File: src/rtl/lc_pkg.sv
// Package for the configuration loader. It holds the sequencer state type.
// Assumes: nothing beyond a single clock domain.
package lc_pkg;
    typedef enum logic [2:0] {
        ST_IDLE,
        ST_TRST,
        ST_WAIT,
        ST_READ,
        ST_SHIFT
    } lc_state_t;
endpackage

File: src/rtl/lc_pace_timer.sv
// Down-counting timer that paces the phases of a load.
// A load sets it to (length - 1). It then counts down while enabled, and
// `zero` marks the final cycle of the phase.
// Assumes: a load and a decrement never happen in the same cycle.
module lc_pace_timer #(
    parameter int W = 4
) (
    input  logic         clk,
    input  logic         rst_n,
    input  logic         load,
    input  logic [W-1:0] load_val,
    input  logic         dec,
    output logic         zero
);
    logic [W-1:0] cnt_q;

    // Count register: load the phase length, otherwise count down to zero.
    always_ff @(posedge clk) begin
        if (!rst_n)
            cnt_q <= '0;
        else if (load)
            cnt_q <= load_val;
        else if (dec && cnt_q != '0)
            cnt_q <= cnt_q - 1'b1;
    end

    assign zero = (cnt_q == '0);
endmodule

File: src/rtl/lc_addr_counter.sv
// Flash address counter for a single page that starts at address 0.
// Assumes: the page size 2**PAGE_W fits into the ADDR_W address space.
module lc_addr_counter #(
    parameter int ADDR_W = 20,
    parameter int PAGE_W = 16
) (
    input  logic              clk,
    input  logic              rst_n,
    input  logic              clear,
    input  logic              inc,
    output logic [ADDR_W-1:0] addr,
    output logic              at_last
);
    localparam logic [ADDR_W-1:0] LAST_ADDR = ADDR_W'((64'd1 << PAGE_W) - 64'd1);

    logic [ADDR_W-1:0] addr_q;

    // Address register: clear at the start of a load, step once per byte.
    always_ff @(posedge clk) begin
        if (!rst_n || clear)
            addr_q <= '0;
        else if (inc && addr_q != LAST_ADDR)
            addr_q <= addr_q + 1'b1;
    end

    assign addr    = addr_q;
    assign at_last = (addr_q == LAST_ADDR);
endmodule

File: src/rtl/lc_byte_shifter.sv
// Serialiser that sends a byte out least significant bit first, two cycles per
// bit: the clock is low in the first cycle and high in the second.
// Assumes: `active` stays high for exactly 2*BYTE_W cycles after each load.
module lc_byte_shifter #(
    parameter int BYTE_W = 8
) (
    input  logic              clk,
    input  logic              rst_n,
    input  logic              load,
    input  logic [BYTE_W-1:0] byte_in,
    input  logic              active,
    output logic              ser_clk,
    output logic              ser_data,
    output logic              last_cycle
);
    localparam int PH_W = $clog2(BYTE_W) + 1;

    logic [BYTE_W-1:0] byte_q;
    logic [PH_W-1:0]   ph_q;

    // Byte holding register: capture the flash byte at the end of a read.
    always_ff @(posedge clk) begin
        if (!rst_n)
            byte_q <= '0;
        else if (load)
            byte_q <= byte_in;
    end

    // Phase counter: bit index in the upper bits, clock half in bit 0.
    always_ff @(posedge clk) begin
        if (!rst_n || load)
            ph_q <= '0;
        else if (active)
            ph_q <= ph_q + 1'b1;
    end

    assign ser_clk    = active & ph_q[0];
    assign ser_data   = active & byte_q[ph_q[PH_W-1:1]];
    assign last_cycle = active & (ph_q == PH_W'(2 * BYTE_W - 1));
endmodule

File: src/rtl/flash_cfg_loader.sv
// Top level of the configuration loader. The state machine sequences the
// target reset pulse, the wait for ready, the timed flash reads and the
// serial transfer. It ends on the target's done signal or at the end of
// the page.
// Assumes: start pulses are synchronous to clk; tgt_ready and tgt_done are
// already synchronised.
module flash_cfg_loader #(
    parameter int ADDR_W        = 20,
    parameter int PAGE_W        = 16,
    parameter int RST_CYCLES    = 16,
    parameter int ACCESS_CYCLES = 8
) (
    input  logic              clk,
    input  logic              rst_n,
    input  logic              board_reload,
    input  logic              sw_reload,
    output logic [ADDR_W-1:0] flash_addr,
    output logic              flash_oe_n,
    input  logic [7:0]        flash_data,
    output logic              tgt_rst_n,
    input  logic              tgt_ready,
    output logic              tgt_clk,
    output logic              tgt_data,
    input  logic              tgt_done,
    output logic              busy,
    output logic              load_done,
    output logic              load_error
);
    import lc_pkg::*;

    localparam int TMAX  = (RST_CYCLES > ACCESS_CYCLES) ? RST_CYCLES : ACCESS_CYCLES;
    localparam int TMR_W = $clog2(TMAX + 1);
    localparam logic [TMR_W-1:0] RST_LOAD = TMR_W'(RST_CYCLES - 1);
    localparam logic [TMR_W-1:0] ACC_LOAD = TMR_W'(ACCESS_CYCLES - 1);

    lc_state_t        state_q;
    logic             por_pend_q;
    logic             done_q, err_q;
    logic             start_req;
    logic             tmr_load, tmr_dec, tmr_zero;
    logic [TMR_W-1:0] tmr_val;
    logic             addr_clear, addr_inc, addr_last;
    logic             sh_load, sh_active, sh_last;

    assign start_req = por_pend_q | board_reload | sw_reload;

    // Timer and datapath controls, decoded from the state and its exit conditions.
    always_comb begin
        tmr_load   = 1'b0;
        tmr_val    = ACC_LOAD;
        tmr_dec    = 1'b0;
        addr_clear = 1'b0;
        addr_inc   = 1'b0;
        sh_load    = 1'b0;
        unique case (state_q)
            ST_IDLE: begin
                if (start_req) begin
                    tmr_load   = 1'b1;
                    tmr_val    = RST_LOAD;
                    addr_clear = 1'b1;
                end
            end
            ST_TRST:  tmr_dec = 1'b1;
            ST_WAIT:  tmr_load = tgt_ready;
            ST_READ: begin
                tmr_dec = 1'b1;
                sh_load = tmr_zero;
            end
            ST_SHIFT: begin
                if (sh_last && !tgt_done && !addr_last) begin
                    addr_inc = 1'b1;
                    tmr_load = 1'b1;
                end
            end
            default: ;
        endcase
    end

    // Sequencer: state transitions plus the power-on request and outcome flags.
    always_ff @(posedge clk) begin
        if (!rst_n) begin
            state_q    <= ST_IDLE;
            por_pend_q <= 1'b1;
            done_q     <= 1'b0;
            err_q      <= 1'b0;
        end else begin
            unique case (state_q)
                ST_IDLE: begin
                    if (start_req) begin
                        state_q    <= ST_TRST;
                        por_pend_q <= 1'b0;
                        done_q     <= 1'b0;
                        err_q      <= 1'b0;
                    end
                end
                ST_TRST:  if (tmr_zero)  state_q <= ST_WAIT;
                ST_WAIT:  if (tgt_ready) state_q <= ST_READ;
                ST_READ:  if (tmr_zero)  state_q <= ST_SHIFT;
                ST_SHIFT: begin
                    if (sh_last) begin
                        if (tgt_done) begin
                            state_q <= ST_IDLE;
                            done_q  <= 1'b1;
                        end else if (addr_last) begin
                            state_q <= ST_IDLE;
                            err_q   <= 1'b1;
                        end else begin
                            state_q <= ST_READ;
                        end
                    end
                end
                default: state_q <= ST_IDLE;
            endcase
        end
    end

    assign sh_active = (state_q == ST_SHIFT);

    lc_pace_timer #(.W(TMR_W)) u_timer (
        .clk      (clk),
        .rst_n    (rst_n),
        .load     (tmr_load),
        .load_val (tmr_val),
        .dec      (tmr_dec),
        .zero     (tmr_zero)
    );

    lc_addr_counter #(.ADDR_W(ADDR_W), .PAGE_W(PAGE_W)) u_addr (
        .clk     (clk),
        .rst_n   (rst_n),
        .clear   (addr_clear),
        .inc     (addr_inc),
        .addr    (flash_addr),
        .at_last (addr_last)
    );

    lc_byte_shifter #(.BYTE_W(8)) u_shift (
        .clk        (clk),
        .rst_n      (rst_n),
        .load       (sh_load),
        .byte_in    (flash_data),
        .active     (sh_active),
        .ser_clk    (tgt_clk),
        .ser_data   (tgt_data),
        .last_cycle (sh_last)
    );

    assign busy       = (state_q != ST_IDLE);
    assign tgt_rst_n  = (state_q != ST_TRST);
    assign flash_oe_n = (state_q != ST_READ);
    assign load_done  = done_q;
    assign load_error = err_q;
endmodule

File: config.mk
export PLATFORM = sky130hd
export DESIGN_NAME = flash_cfg_loader
export DESIGN_NICKNAME = d
export VERILOG_FILES = /design/src/rtl/lc_pkg.sv /design/src/rtl/lc_pace_timer.sv /design/src/rtl/lc_addr_counter.sv /design/src/rtl/lc_byte_shifter.sv /design/src/rtl/flash_cfg_loader.sv
export SDC_FILE = /design/constraint.sdc
export NUM_CORES = 1
export LEC_CHECK = 0
export BUFFER_PORTS_ARGS = -buffer_cell sky130_fd_sc_hd__buf_4
export CORE_ASPECT_RATIO = 0.5
export CORE_MARGIN = 8
export CORE_UTILIZATION = 56
export CTS_CLUSTER_DIAMETER = 80
export CTS_CLUSTER_SIZE = 20
export DETAILED_ROUTE_END_ITERATION = 12
export GPL_ROUTABILITY_DRIVEN = 0
export MAX_ROUTING_LAYER = met4
export PLACE_DENSITY = 0.81
export SYNTH_ARGS = -nofsm -noshare
export SYNTH_HDL_FRONTEND = slang
export SYNTH_HIERARCHICAL = 1
export SYNTH_SLANG_ARGS = --single-unit
File: constraint.sdc
create_clock -name clk -period 3.45 [get_ports clk]
set_clock_uncertainty 0.15 [all_clocks]
set_input_delay 0.345 -clock clk [delete_from_list [all_inputs] [get_ports clk]]
set_output_delay 0.345 -clock clk [all_outputs]
set_load 0.01 [all_outputs]
; Word-level counts from Yosys, hierarchy flattened
; Index checks and enable logic that the tools add are counted.
[op_classes]
eq_ne = 17
order_cmp = 1
n_mux = 29
addsub = 3
n_reduce_logical = 20
bitwise_logic = 5
shift = 0
div_mod_pow = 0
mul = 0
[ops]
columns = cell, n
row1 = 20-bit by 1-bit adder with 20-bit output (second input constant), 1
row2 = 20-bit by 16-bit equality test with 1-bit output (second input constant), 1
row3 = 20-bit by 16-bit inequality test with 1-bit output (second input constant), 1
row4 = 2-bit inequality test (second input constant), 8
row5 = 3-bit 2-to-1 mux, 5
row6 = 3-bit case mux with 5 select lines, 1
row7 = 1-bit 2-to-1 mux, 13
row8 = 5-bit 2-to-1 mux, 2
row9 = 5-bit AND reduction, 2
row10 = 4-bit 2-to-1 mux, 2
row11 = 3-bit by 2-bit equality test with 1-bit output (second input constant), 2
row12 = 5-bit logical NOT, 1
row13 = 5-bit nonzero test, 1
row14 = 5-bit by 1-bit subtractor with 5-bit output (second input constant), 1
row15 = 4-bit by 1-bit adder with 4-bit output (second input constant), 1
row16 = 4-bit equality test (second input constant), 1
row17 = 1-bit logical AND, 4
row18 = 3-bit by 4-bit < comparator with 1-bit output (second input constant), 1
row19 = 2-bit 2-to-1 mux, 2
row20 = 1-bit case mux with 2 select lines, 2
row21 = 4-bit AND reduction, 1
row22 = 2-bit nonzero test, 2
row23 = 1-bit AND, 3
row24 = 1-bit binary-select mux with 3-bit select, 1
row25 = 12 further kinds, 16
[totals]
output_inout_bits = 27
ramBits = 0
regBits = 43
n_memories = 0
latchBits = 0
inputBits = 14
rom_bits = 0

; Longest topological paths before layout
[depth]
ltp_word = 7
depth_mapped = 10

; Modules after synthesis
; Netlist, hierarchy kept.
[modules_own_cells]
columns = module, cells_per_inst, n_inst, area_per_inst_um2
row1 = lc_addr_counter, 126, 1, 1083.5
row2 = lc_byte_shifter, 52, 1, 560.5
row3 = flash_cfg_loader, 49, 1, 399.1
row4 = lc_pace_timer, 37, 1, 299.0

; Least setup slack after synthesis
; OpenSTA, ideal clock, no wires.
[synth_timing]
path_type = reg2reg
startpoint = reg u_addr.addr_q[0] (netlist: u_addr/addr[0])
endpoint = reg u_addr.addr_q[17] (netlist: u_addr/addr[17])
stages_incl_launch_ff = 10
required_time_ns = 3.230
arrival_ns = 2.631
path_slack_ns = 0.599
setup_time_ns = 0.070
path_cell_list = dfxtp_1 ha_1 and3_1 buf_6 and2_2 nor3_1 and4_1 nand4_1 or4_1 a21oi_1
[synth_between]
elab_chain_cells = 6
word_cells_on_any_way = 8
cone_classes = add/sub: 1 / eq/ne: 2 / mux: 2 / reduce/logical: 3
[synth_rtl]
columns = element, line
row1 = from (decl), lc_addr_counter.sv:16  ; logic [ADDR_W-1:0] addr_q;
row2 = from (signal assigned), lc_addr_counter.sv:23  ; addr_q <= addr_q + 1'b1;
row3 = 20-bit by 16-bit equality test with 1-bit output, lc_addr_counter.sv:27  ; assign at_last = (addr_q == LAST_ADDR);
row4 = named net addr_last, flash_cfg_loader.sv:42  ; logic addr_clear, addr_inc, addr_last;
row5 = 1-bit logical NOT, flash_cfg_loader.sv:70  ; if (sh_last && !tgt_done && !addr_last) begin
row6 = 1-bit logical AND, flash_cfg_loader.sv:70
row7 = 1-bit 2-to-1 mux, flash_cfg_loader.sv:70
row8 = 1-bit 2-to-1 mux, flash_cfg_loader.sv:55  ; unique case (state_q)
row9 = named net addr_inc, flash_cfg_loader.sv:42
row10 = 1-bit logical AND, lc_addr_counter.sv:22  ; else if (inc && addr_q != LAST_ADDR)
; The timed path passes the listed nets, and every way through them passes these cells.
; A chain may end at the register's enable or synchronous reset.

; Worst setup path in the final report
[layout_timing]
startpoint = reg u_addr.addr_q[0] (netlist: u_addr/addr[0])
endpoint = reg u_addr.addr_q[15] (netlist: u_addr/addr[15])
; The elaborated chain is that of the path after synthesis.

==> flow_summary_export.csv <==
group,metric,value,unit
synthesis,syn_inst,264,
finish,multi_input_area,0.001369,mm2
clock_tree,clock_sinks,43,
min_path,holdPathStages,3,
clock_tree,holdBufCountCts,0,
synthesis,synth-compound-area-share,0.1592,
power_and_ir_drop,power.leakage,1.019,nW
synthesis,ys.flop_type,"dfxtp_1",
floorplan,top_level_ports,41,
placed_design,io_buffers,40,
floorplan,row_count,16,
worst_setup_path,cp-end-kind,"flop",
global_routing,grt_pass1_wl,8.949,mm
finish,nNetsFinal,325,
timing,worst_slew_pin_slew,542.5,ps
power_and_ir_drop,cell_internal_pwr,0.8809,mW
min_path,min_to,"u_shift/byte_q[6]$_SDFFE_PN0P_",
timing,worst_slack,311.7,ps
synthesis,synth_edf_count,0,
finish,seq_area,860.8,um2
worst_setup_path,rr_worst_depth,8,
floorplan,die_w,107.5,um
power_and_ir_drop,p_comb_frac,0.328,
power_and_ir_drop,pwr-share-seq,0.445,
clock_tree,cts_tree,"built",
drt,drt_wl_total,5.404,mm
synthesis,synth_xor_xnor_area_share,0.01122,
timing,post-route-min-period,3138,ps
finish,drive_gt1_frac,0.2201,
timing,slew_headroom,0.6383,
finish,syn_to_final_growth,17.90,%
drt,firstDrtPassIters,4,
synthesis,yosys_warnings,6,
worst_setup_path,critPathKind,"flop to flop",
timing,whs,161.1,ps
timing,tns,0,ps
clock_tree,clkTransAtPathRegs,80,ps
placed_design,placed_cells,355,
finish,fillerInstances,315,
worst_setup_path,crit_fanout,8,
power_and_ir_drop,p_sw,0.4850,mW
synthesis,synthAdderAreaFrac,0.01603,
drt,wire_per_inst,14.89,um
clock_tree,root_buffer,"clkbuf_8",
power_and_ir_drop,clkPwrFrac,0.227,
min_path,hp-class,"input port to flop",
clock_tree,ctsResizeCount,0,
synthesis,synth_area_per_cell,8.872,um2
power_and_ir_drop,p_sw_frac,0.3551,
timing,finalHoldViolCount,0,
worst_setup_path,cp_data_arrival_time,3200,ps
drt,ant_nets,0,
drt,drcViolationCount,0,
global_routing,grt_max_degree,26,
synthesis,ys_ff_latch,43,
drt,drt_iter0_drc,71,
global_routing,grt_pass1_vias,1978,
drt,drt-vias-per-instance,5.829,
timing,rsz0062_at_grt,"false",
synthesis,synth_cell_types,58,
worst_setup_path,r2r_slack,310,ps
run,max_cap_viol_count,0,
finish,diodes,0,
global_routing,antenna_found_initial,0,
clock_tree,post_cts_buffers,0,
clock_tree,cts_buffer_depth,2,
timing,drv_slew,0,
worst_setup_path,worstPathRequired,3520,ps
synthesis,synth-simple-area-share,0.3072,
floorplan,dieArea,0.006634,mm2
finish,post-route-util,0.6967,
clock_tree,cts_made_buffers,5,
power_and_ir_drop,powerDensity,494.6,mW/mm2
worst_setup_path,r2r_start,"u_addr/addr[0]$_SDFFE_PP0P_",
synthesis,synth-async-reset-ratio,0,
clock_tree,insertion_delay,290,ps
min_path,hp-start,"flash_data[6]",
timing,setup_viol,0,
floorplan,start_util,0.5909,
synthesis,synthTopCellsByArea,"dfxtp_1, mux2i_1, a21oi_1",
synthesis,synth.area.mux_share,0.08440,
synthesis,syn-cell-area,0.002342,mm2
worst_setup_path,r2r_end,"u_addr/addr[15]$_SDFFE_PP0P_",
drt,vias,2116,
finish,instances_no_fill,363,
placed_design,dp_hpwl,4.012,mm
synthesis,yosys.area.top_type,"dfxtp_1",
placed_design,dpl_worst_slack,413.2,ps
synthesis,yosysTopAreaCellShare,0.3675,
synthesis,synth_top_family_by_area,"simple AND/OR/NAND/NOR gates",
status,outcome,"complete, no violations",
timing,max_freq,318.6,MHz
clock_tree,h-tree-depth,2,
floorplan,die_h,61.73,um
worst_setup_path,cp-start-kind,"flop",
power_and_ir_drop,irDropWorstVdd,0.0002423,V
synthesis,yosysSeqAreaShare,0.3675,
floorplan,core,0.003964,mm2
global_routing,overflow,0,
timing,period_share,0.9097,
global_routing,grt_usage,0.1698,
-- stage by stage --
step                      total power [mW]  cell area [um2]
after detailed placement             1.062             2678
after floorplan                     0.9503             2350
final                                1.366             2761
after global routing                 1.452             2761
after global placement               1.045             2678
after CTS                            1.370             2761
-- critical path: stages (launching register included) --
cell     delay (ps)
dfxtp_1         350
ha_1            260
and3_1          220
and2_2          210
nor3_1          480
and4_1          380
nand4_1         320
or4_1           560
a21oi_1         150
-- synthesized netlist by cell type (all sizes together), types with 3 or more instances --
master and instances:
or4 5, nand4 10, ha 3, nor4 3, dfxtp 43, nand3 9, inv 10, o21ai 14
o311ai 5, and4 6, nor2 15, or3 5, buf 8, nor3b 4, a21oi 19, mux2i 16
o31ai 4, and2 3, nor2b 10, nand2b 9, nor3 7, nand2 22
-- how the worst max path moves through the flow --
| stage | slack [ps] | cells after the start | to | start |
|---|---|---|---|---|
| 3_5_place_dp | 410 | 8 | u_addr/addr[15]$_SDFFE_PP0P_ | u_addr/addr[0]$_SDFFE_PP0P_ |
| 3_3_place_gp | 510 | 8 | u_addr/addr[15]$_SDFFE_PP0P_ | u_addr/addr[0]$_SDFFE_PP0P_ |
| 5_1_grt | 150 | 8 | u_addr/addr[15]$_SDFFE_PP0P_ | state_q[2]$_SDFFE_PN0P_ |
| 2_1_floorplan | 600 | 9 | u_addr/addr[17]$_SDFFE_PP0P_ | u_addr/addr[0]$_SDFFE_PP0P_ |
| 6_report | 310 | 8 | u_addr/addr[15]$_SDFFE_PP0P_ | u_addr/addr[0]$_SDFFE_PP0P_ |
| 4_1_cts | 360 | 8 | u_addr/addr[15]$_SDFFE_PP0P_ | u_addr/addr[0]$_SDFFE_PP0P_ |
-- final cells by class --
class	count	share of cell area
Clock inverter	3	0.005437
Tap cell	54	0.02447
Inverter	11	0.01541
Timing Repair Buffer	45	0.1223
Sequential cell	43	0.3117
Multi-Input combinational cell	202	0.4957
Clock buffer	5	0.02492
-- power by group through the flow --
stage	clock, mW	combinational [mW]	sequential (mW)
after floorplan	0	0.359	0.591
after global placement	0	0.431	0.615
after detailed placement	0	0.444	0.618
after CTS	0.319	0.446	0.605
after global routing	0.338	0.499	0.615
final	0.311	0.447	0.608
-- flip-flops by register name (all words and copies together) (netlist names) --
register and count:
u_addr/addr 20, por_pend_q 1, load_done 1, state_q 3, u_timer/cnt_q 5, load_error 1, u_shift/byte_q 8, u_shift/ph_q 4
-- cell families after synthesis --
group / after synthesis
compound gates: 56
xor+xnor: 3
fa+ha+maj: 3
buf+inv: 21
flops: 43
mux: 18
other cells: 2
simple gates: 118
-- placed cells by master, fill, tap and decap left out, types with 2 or more instances in the layout --
cell / instances
a211oi_1: 2
a21boi_0: 2
a21oi_1: 19
and2_1: 2
and3_1: 2
and4_1: 6
buf_4: 45
clkbuf_8: 5
clkinv_2: 4
conb_1: 4
dfxtp_1: 43
ha_1: 3
inv_1: 10
mux2i_1: 16
nand2_1: 21
nand2b_1: 9
nand3_1: 9
nand4_1: 10
nor2_1: 15
nor2b_1: 10
nor3_1: 6
nor3b_1: 3
nor4_1: 2
nor4b_1: 2
o21a_1: 2
o21ai_0: 13
o311ai_0: 4
o31ai_1: 4
o41ai_1: 2
or2b_1: 2
or3_1: 3
or3_2: 2
or4_1: 2
or4_2: 2
xnor2_1: 2
-- routing by layer --
layer,share of wire,global-route usage
met4,0.0050,0.03516
met5,0,-
met2,0.51,0.3106
met3,0.031,0.03498
met1,0.46,0.1933
No activity file was read; power rests on OpenSTA's default activity.
